## config.mk

```make
export PLATFORM = sky130hd
export DESIGN_NAME = pll_lock_mute
export DESIGN_NICKNAME = d
export VERILOG_FILES = /design/src/rtl/pll_lock_mute_pkg.sv /design/src/rtl/plm_phase_window.sv /design/src/rtl/plm_run_counter.sv /design/src/rtl/pll_lock_mute.sv
export SDC_FILE = /design/constraint.sdc
export NUM_CORES = 1
export LEC_CHECK = 0
export ABC_AREA = 1
export CORE_MARGIN = 8
export CORE_UTILIZATION = 35
export CTS_BUF_LIST = sky130_fd_sc_hd__clkbuf_8
export DETAILED_ROUTE_END_ITERATION = 16
export GPL_TIMING_DRIVEN = 0
export SLEW_MARGIN = 20
export SYNTH_ARGS = -nofsm -noshare
export SYNTH_HDL_FRONTEND = slang
export SYNTH_SLANG_ARGS = --single-unit
export TNS_END_PERCENT = 1
```

## constraint.sdc

```tcl
create_clock -name clk -period 1.5 [get_ports clk]
set_clock_uncertainty 0.1 [all_clocks]
set_input_delay 0.3 -clock clk [delete_from_list [all_inputs] [get_ports clk]]
set_output_delay 0.3 -clock clk [all_outputs]
set_load 0.02 [all_outputs]
```

## src/rtl/pll_lock_mute_pkg.sv

```systemverilog
package pll_lock_mute_pkg;
  // Outcome of one reference window, as seen by the run counter
  typedef enum logic [1:0] {
    WIN_NONE = 2'd0,
    WIN_GOOD = 2'd1,
    WIN_BAD  = 2'd2
  } win_ev_t;
endpackage

```

## src/rtl/plm_phase_window.sv

```systemverilog
// Times the reference-to-feedback gap and reports one outcome per window.
module plm_phase_window
  import pll_lock_mute_pkg::*;
#(
  parameter int THRESH = 6
) (
  input  logic    clk,
  input  logic    rst_n,
  input  logic    clr,
  input  logic    ref_edge,
  input  logic    fb_edge,
  output win_ev_t ev
);
  localparam int CW = (THRESH > 2) ? $clog2(THRESH) : 1;
  localparam logic [CW-1:0] LAST = CW'(THRESH - 1);

  logic          open_q;
  logic [CW-1:0] gap_q;

  // Old window is judged first; a lone ref+fb pair is a zero-gap good cycle
  always_comb begin
    ev = WIN_NONE;
    if (open_q) begin
      if (gap_q == LAST)  ev = WIN_BAD;
      else if (fb_edge)   ev = WIN_GOOD;
      else if (ref_edge)  ev = WIN_BAD;
    end else if (ref_edge && fb_edge) begin
      ev = WIN_GOOD;
    end
  end

  always_ff @(posedge clk or negedge rst_n) begin
    if (!rst_n) begin
      open_q <= 1'b0;
      gap_q  <= '0;
    end else if (clr) begin
      open_q <= 1'b0;
      gap_q  <= '0;
    end else if (ref_edge && (open_q || !fb_edge)) begin
      open_q <= 1'b1;
      gap_q  <= '0;
    end else if (open_q && ev != WIN_NONE) begin
      open_q <= 1'b0;
      gap_q  <= '0;
    end else if (open_q) begin
      gap_q  <= gap_q + CW'(1);
    end
  end
endmodule

```

## src/rtl/plm_run_counter.sv

```systemverilog
// Counts consecutive good windows and compares against the selected length.
module plm_run_counter
  import pll_lock_mute_pkg::*;
#(
  parameter int RUN_LO = 3,
  parameter int RUN_HI = 5,
  localparam int SW = $clog2(RUN_HI + 1)
) (
  input  logic          clk,
  input  logic          rst_n,
  input  logic          clr,
  input  win_ev_t       ev,
  input  logic          precise,
  output logic [SW-1:0] run,
  output logic          reached
);
  localparam logic [SW-1:0] LO = SW'(RUN_LO);
  localparam logic [SW-1:0] HI = SW'(RUN_HI);

  logic [SW-1:0] run_q;

  always_ff @(posedge clk or negedge rst_n) begin
    if (!rst_n)                            run_q <= '0;
    else if (clr || ev == WIN_BAD)         run_q <= '0;
    else if (ev == WIN_GOOD && run_q < HI) run_q <= run_q + SW'(1);
  end

  assign run     = run_q;
  assign reached = run_q >= (precise ? HI : LO);
endmodule

```

## src/rtl/pll_lock_mute.sv

```systemverilog
module pll_lock_mute
  import pll_lock_mute_pkg::*;
#(
  parameter int THRESH = 6,
  parameter int RUN_LO = 3,
  parameter int RUN_HI = 5
) (
  input  logic clk,
  input  logic rst_n,
  input  logic ref_edge,
  input  logic fb_edge,
  input  logic precise,
  input  logic mute_en,
  input  logic pwr_dn,
  output logic locked,
  output logic rf_en
);
  localparam int SW = $clog2(RUN_HI + 1);

  win_ev_t       win_ev;
  logic [SW-1:0] run_cnt;
  logic          run_ok;

  plm_phase_window #(.THRESH(THRESH)) u_window (
    .clk      (clk),
    .rst_n    (rst_n),
    .clr      (pwr_dn),
    .ref_edge (ref_edge),
    .fb_edge  (fb_edge),
    .ev       (win_ev)
  );

  plm_run_counter #(.RUN_LO(RUN_LO), .RUN_HI(RUN_HI)) u_run (
    .clk     (clk),
    .rst_n   (rst_n),
    .clr     (pwr_dn),
    .ev      (win_ev),
    .precise (precise),
    .run     (run_cnt),
    .reached (run_ok)
  );

  assign locked = run_ok && !pwr_dn;
  assign rf_en  = !pwr_dn && (!mute_en || locked);
endmodule

```

# Word level (Yosys, flattened, before mapping)
# Index checks and enable logic that the tools add are counted.
[word_totals] register_bits=7 out_inout_bits=2 wordCells=41 inputBits=7
[classes] addsub=2 eq_ne=3 n_lt_le_gt_ge=2 reduce_logical=16 muxes=15
[op_table] cell="3-bit 2-to-1 mux" count=7
[op_table] cell="2-bit 2-to-1 mux" count=4
[op_table] cell="3-bit by 1-bit adder with 3-bit output (second input constant)" count=2
[op_table] cell="1-bit logical AND" count=6
[op_table] cell="1-bit 2-to-1 mux" count=4
[op_table] cell="2-bit nonzero test" count=2
[op_table] cell="4-bit nonzero test" count=1
[op_table] cell="3-bit == test (second input constant)" count=1
[op_table] cell="3-bit >= comparator" count=1
[op_table] cell="1-bit logical NOT" count=3
[op_table] cell="1-bit logical OR" count=3
[op_table] cell="3-bit less-than comparator (second input constant)" count=1
[op_table] cell="3-bit nonzero test" count=1
[op_table] cell="2-bit by 1-bit == test with 1-bit output (second input constant)" count=1
[op_table] cell="2-bit == test (second input constant)" count=1

# Logic depth before layout (Yosys ltp)
# Gate-level depths: netlist (run 1).
[depth] word_depth=9 depth_mapped=9 depth_no_buf=9

# Modules after synthesis
# Synthesis (run 1) repeated with hierarchy kept, for this count alone.
[unflattened] cells_unflattened=71 area_unflattened_um2=551.8
[modules_own_cells] mod="plm_phase_window" cells_per_inst=37 seq_area_each_um2=100.1 area_per_inst_um2=287.8 n_inst=1
[modules_own_cells] mod="plm_run_counter" cells_per_inst=31 seq_area_each_um2=75.1 area_per_inst_um2=247.7 n_inst=1
[modules_own_cells] mod="pll_lock_mute" cells_per_inst=3 seq_area_each_um2=0.0 area_per_inst_um2=16.3 n_inst=1

# Least setup slack after synthesis (run 1)
# Ideal clock, no wire load.
[synth_timing] path_type="reg2out" startpoint="register u_run.run_q[1], in the netlist u_run.run[1]" endpoint="output locked" stages_incl_launch_ff=6 arrival_time_ns=1.185 path_slack_ns=-0.085 required_ns=1.100 n_path_buf=0 cell_sequence="dfrtp_1 > ha_1 > nand2_1 > inv_1 > o21ai_0 > a21oi_1"
[synth_via] elab_chain_len=2
[synth_lines] item="from (decl)" line="plm_run_counter.sv:20" source="logic [SW-1:0] run_q;"
[synth_lines] item="from (signal assigned)" line="plm_run_counter.sv:25" source="else if (ev == WIN_GOOD && run_q < HI) run_q <= run_q + SW'(1);"
[synth_lines] item="3-bit >= comparator" line="plm_run_counter.sv:29" source="assign reached = run_q >= (precise ? HI : LO);"
[synth_lines] item="1-bit logical AND" line="pll_lock_mute.sv:43" source="assign locked = run_ok && !pwr_dn;"
[synth_lines] item="to (decl)" line="pll_lock_mute.sv:15" source="output logic locked,"
# No other way between the ends.

# Worst setup path in the final report (run 1)
[layout_timing] startpoint="register u_run.run_q[1], in the netlist u_run.run[1]" endpoint="output rf_en"
[layout_via] elab_chain_len=4
[layout_lines] item="3-bit >= comparator" line="plm_run_counter.sv:29"
[layout_lines] item="1-bit logical AND" line="pll_lock_mute.sv:43"
[layout_lines] item="1-bit logical OR" line="pll_lock_mute.sv:44" source="assign rf_en = !pwr_dn && (!mute_en || locked);"
[layout_lines] item="1-bit logical AND" line="pll_lock_mute.sv:44"
[layout_lines] item="to (decl)" line="pll_lock_mute.sv:16" source="output logic rf_en"
# No other way between the ends.

==> results.sh, run 1 <==
export IMPL_run_status="finished, violations left"
export IMPL_failed_checks="setup timing"
export IMPL_post_synth_cell_area_avg_um2=7.51
export IMPL_ctsRootBufferMaster="clkbuf_8"
export IMPL_preCtsSetupSlack_ns=-0.895
export IMPL_numPlacedInstances=96
export IMPL_cts_tree="built"
export IMPL_final_common_cell="nand2_1"
export IMPL_largest_net_degree_at_the_start_of_global_routing=11
export IMPL_clock_tree_htree_level_count=1
export IMPL_p_leak_uw=0.000379
export IMPL_synth_sequential_area_ratio_pct=32.4
export IMPL_core_region_area_um2=1470
export IMPL_num_rows=14
export IMPL_port_buffers=8
export IMPL_gr_usage_met2_pct=12.5
export IMPL_clk_path_buf_depth=2
export IMPL_initial_core_util_pct=36.7
export IMPL_die_height_um=55.3
export IMPL_r2r_end="u_window.gap_q[1]"
export IMPL_place_gp_congestion=0.877
export IMPL_post_synth_instance_area_um2=541
export IMPL_drv_max_cap_violation_count=0
export IMPL_cts_hold_repair_buffers=0
export IMPL_path_depth_of_the_worst_reg2reg_path=7
export IMPL_most_common_layout_cells="nand2_1, inv_1, nand3_1"
export IMPL_finalWorstPathRequiredPeriod_ns=1.84
export IMPL_dpl_instance_area_um2=648
export IMPL_slew_headroom_pct=79.1
export IMPL_clk_sink_count=7
export IMPL_die_width_um=55.3
export IMPL_synth_top_area_share_pct=32.4
export IMPL_final_critical_path_setup_slack_ns=-0.338
export IMPL_global_route_usage_met1_pct=8.31
export IMPL_final_max_slew_violation_count=0
export IMPL_critPathCapture="rf_en"
export IMPL_grt_busiest_layer="met2"
export IMPL_synthesis_stage_register_bit_count=7
export IMPL_grt_use_total_pct=7.55
export IMPL_average_wire_per_standard_cell_um=10.6
export IMPL_areaGrowthSynthToFinish_pct=28.7
export IMPL_drt_first_pass_iters=4
export IMPL_ratio_of_cells_with_drive_above_1_in_the_final_layout_pct=18.8
export IMPL_postSynthNetCount=84
export IMPL_antennaDiodeCount=0
export IMPL_crit_path_start="u_run.run[1]"
export IMPL_final_hold_violations=0
export IMPL_design_area_um2=696
export IMPL_num_io_pins=9
export IMPL_timing_critical_path_from_type="flip-flop"
export IMPL_worst_path_max_fanout=2
export IMPL_cpMaxStageDelayCell="dfrtp_1"
export IMPL_antenna_violations_before_repair=0
export IMPL_req_time_crit_path_ns=1.10
export IMPL_r2r_slack_ns=0.18
export IMPL_setup_violations_final=2
export IMPL_remaining_drc_errors=0
export IMPL_synth_cell_types=18
export IMPL_clock_insertion_delay_worst_skew_ns=0.22
export IMPL_reg2reg_from="u_window.gap_q[1]"
export IMPL_clkSlewWorstSetupHoldPaths_ns=0.04
export IMPL_critPathArrivalTime_ns=1.44
export IMPL_route_vias_total=486
export IMPL_timing_critical_path_cells="ha_1, nand2_1, inv_1, o21ai_2, nand3_1, nand2_1, inv_1, buf_6"
export IMPL_viasPerCell=4.81
export IMPL_grt_overflow_total=0
export IMPL_syn_inst=72
export IMPL_timing_critical_path_depth=8
export IMPL_type_of_the_worst_min_delay_path="in2async"
export IMPL_synthesis_yosys_warnings=0
export IMPL_route_antenna_remaining_nets=0
export IMPL_cts_inserted_buffers=3
export IMPL_grt_first_pass_wirelength_mm=1.97
export IMPL_crit_family="flip-flops"
export IMPL_detailedPlacementHpwl_um=883
export IMPL_grt_setup_unrepaired="true"
export IMPL_tightestPinTransition_ns=0.313
export IMPL_drt_first_iter_violations=5
export IMPL_timing_setup_critical_path_class="reg2out"
export IMPL_timing_fmax_ghz=0.544
export IMPL_p_per_area_nw_per_um2=797
export IMPL_timing_critical_path_buf_inv=3
export IMPL_nets=98
export IMPL_synthTopCellsByArea="dfrtp_1, nand2_1, ha_1, nand3_1, inv_1"
export IMPL_floorplan_die_area_um2=3060
export IMPL_cpPeakStageDelay_ns=0.38
export IMPL_ir_drop_mv=0.432
export IMPL_timing_setup_tns_ns=-0.579
export IMPL_synth_largest_area_cell="dfrtp_1"
export IMPL_finalCritPeriodShare_pct=123
export IMPL_via_count_of_the_first_global_routing_pass=489
export IMPL_wirelength_mm=1.08
export IMPL_timing_critical_path_to_type="output pin"
export IMPL_post_layout_total_power_uw=554
export IMPL_instances_no_fill=101
export IMPL_grt_use_met3_pct=3.65
-- cells by family (layout without fill, tap and decap cells) --
group | Yosys count | count (layout) | synth area share [%]
adders and majority gates | 5 | 5 | 11.6
buffers and inverters | 13 | 26 | 10.9
DFF | 7 | 7 | 32.4
AOI/OAI and AO/OA | 9 | 9 | 10.9
xor gates and xnor gates | 2 | 2 | 3.24
and+or+nand+nor | 36 | 36 | 31.0
-- worst min-delay path by stage --
| stage | from | to | depth (start not counted) |
|---|---|---|---|
| CTS | rst_n | u_window.open_q | 1 |
| global placement | u_window.gap_q[1] | u_window.gap_q[1] | 2 |
| global route | rst_n | u_window.open_q | 1 |
| detailed placement | u_window.gap_q[0] | u_window.gap_q[0] | 2 |
| floorplan | rst_n | u_run.run[0] | 0 |
| finish | rst_n | u_window.open_q | 1 |
-- worst register-to-register path, cell delays in order, from the launching register on --
cell      delay [ns]
dfrtp_1         0.38
inv_1           0.06
ha_1            0.19
nand2_1         0.09
nand3_1         0.10
nor2_2          0.17
nand3b_1        0.09
nand2_1         0.08
-- routing by layer --
layer	part of all wire, %	wire, µm	up-vias
met2	49	527	10
met5	0	0	-
met4	0	0	0
li1	-	-	255
met3	4.6	49	0
met1	46	498	221
-- through the flow --
step / util (%) / hold WS, ns
after global routing: 47.3 / 0.252
after floorplan: - / -0.0956
after CTS: 47.3 / 0.241
after detailed placement: 44.0 / 0.441
final: 47.3 / 0.233
after global placement: 44.0 / 0.405
-- where the power goes --
part | internal (µW) | switching, µW | total, µW | leakage (µW)
Combinational | 42.9 | 52.5 | 95.4 | 0.000256
Clock | 177 | 80.9 | 258 | 0.0000269
Sequential | 195 | 5.80 | 201 | 0.0000962
-- what timing repair did --
item	4_1_cts	5_1_grt
hold endpoints to repair	0	0
setup buffers	1	0
setup endpoints to repair	2	2
gates resized for setup	11	0
pin swaps	2	2
-- cell type report --
type                    instances  area (µm²)
fillers                       155         776
multi-input cells              52         314
flip-flops and latches          7         175
repair buffers                  9        82.6
inverters                      12        47.5
clock buffers                   3        41.3
well taps                      16        20.0
plain buffers                   1        11.3
clock inverters                 1        3.75
-- flip-flops by register name (all words and copies together), names as in the netlist --
signal and cells:
u_run.run 3, u_window.gap_q 3, u_window.open_q 1
-- Yosys cell counts --
library cell   n
a21oi_4        1
dfrtp_1        7
a21oi_1        5
nor2_2         1
xnor2_1        2
ha_1           5
a21o_1         1
nor2_1         2
nand3_1        8
nand3_2        2
o21ai_1        1
nand2_1       21
inv_2          2
buf_6          1
inv_1          9
inv_4          1
o21ai_0        1
nand3b_1       2
Note: power is estimated with default switching activity, not from simulation.
==> run 2, diff against run 1 <==
--- a/config.mk
+++ b/config.mk
@@ -15,4 +15,4 @@
 export SYNTH_ARGS = -nofsm -noshare
 export SYNTH_HDL_FRONTEND = slang
 export SYNTH_SLANG_ARGS = --single-unit
-export TNS_END_PERCENT = 1
+export TNS_END_PERCENT = 30
==> results of run 2 <==
Final layout, timing and power as in run 1 (identical DEF).
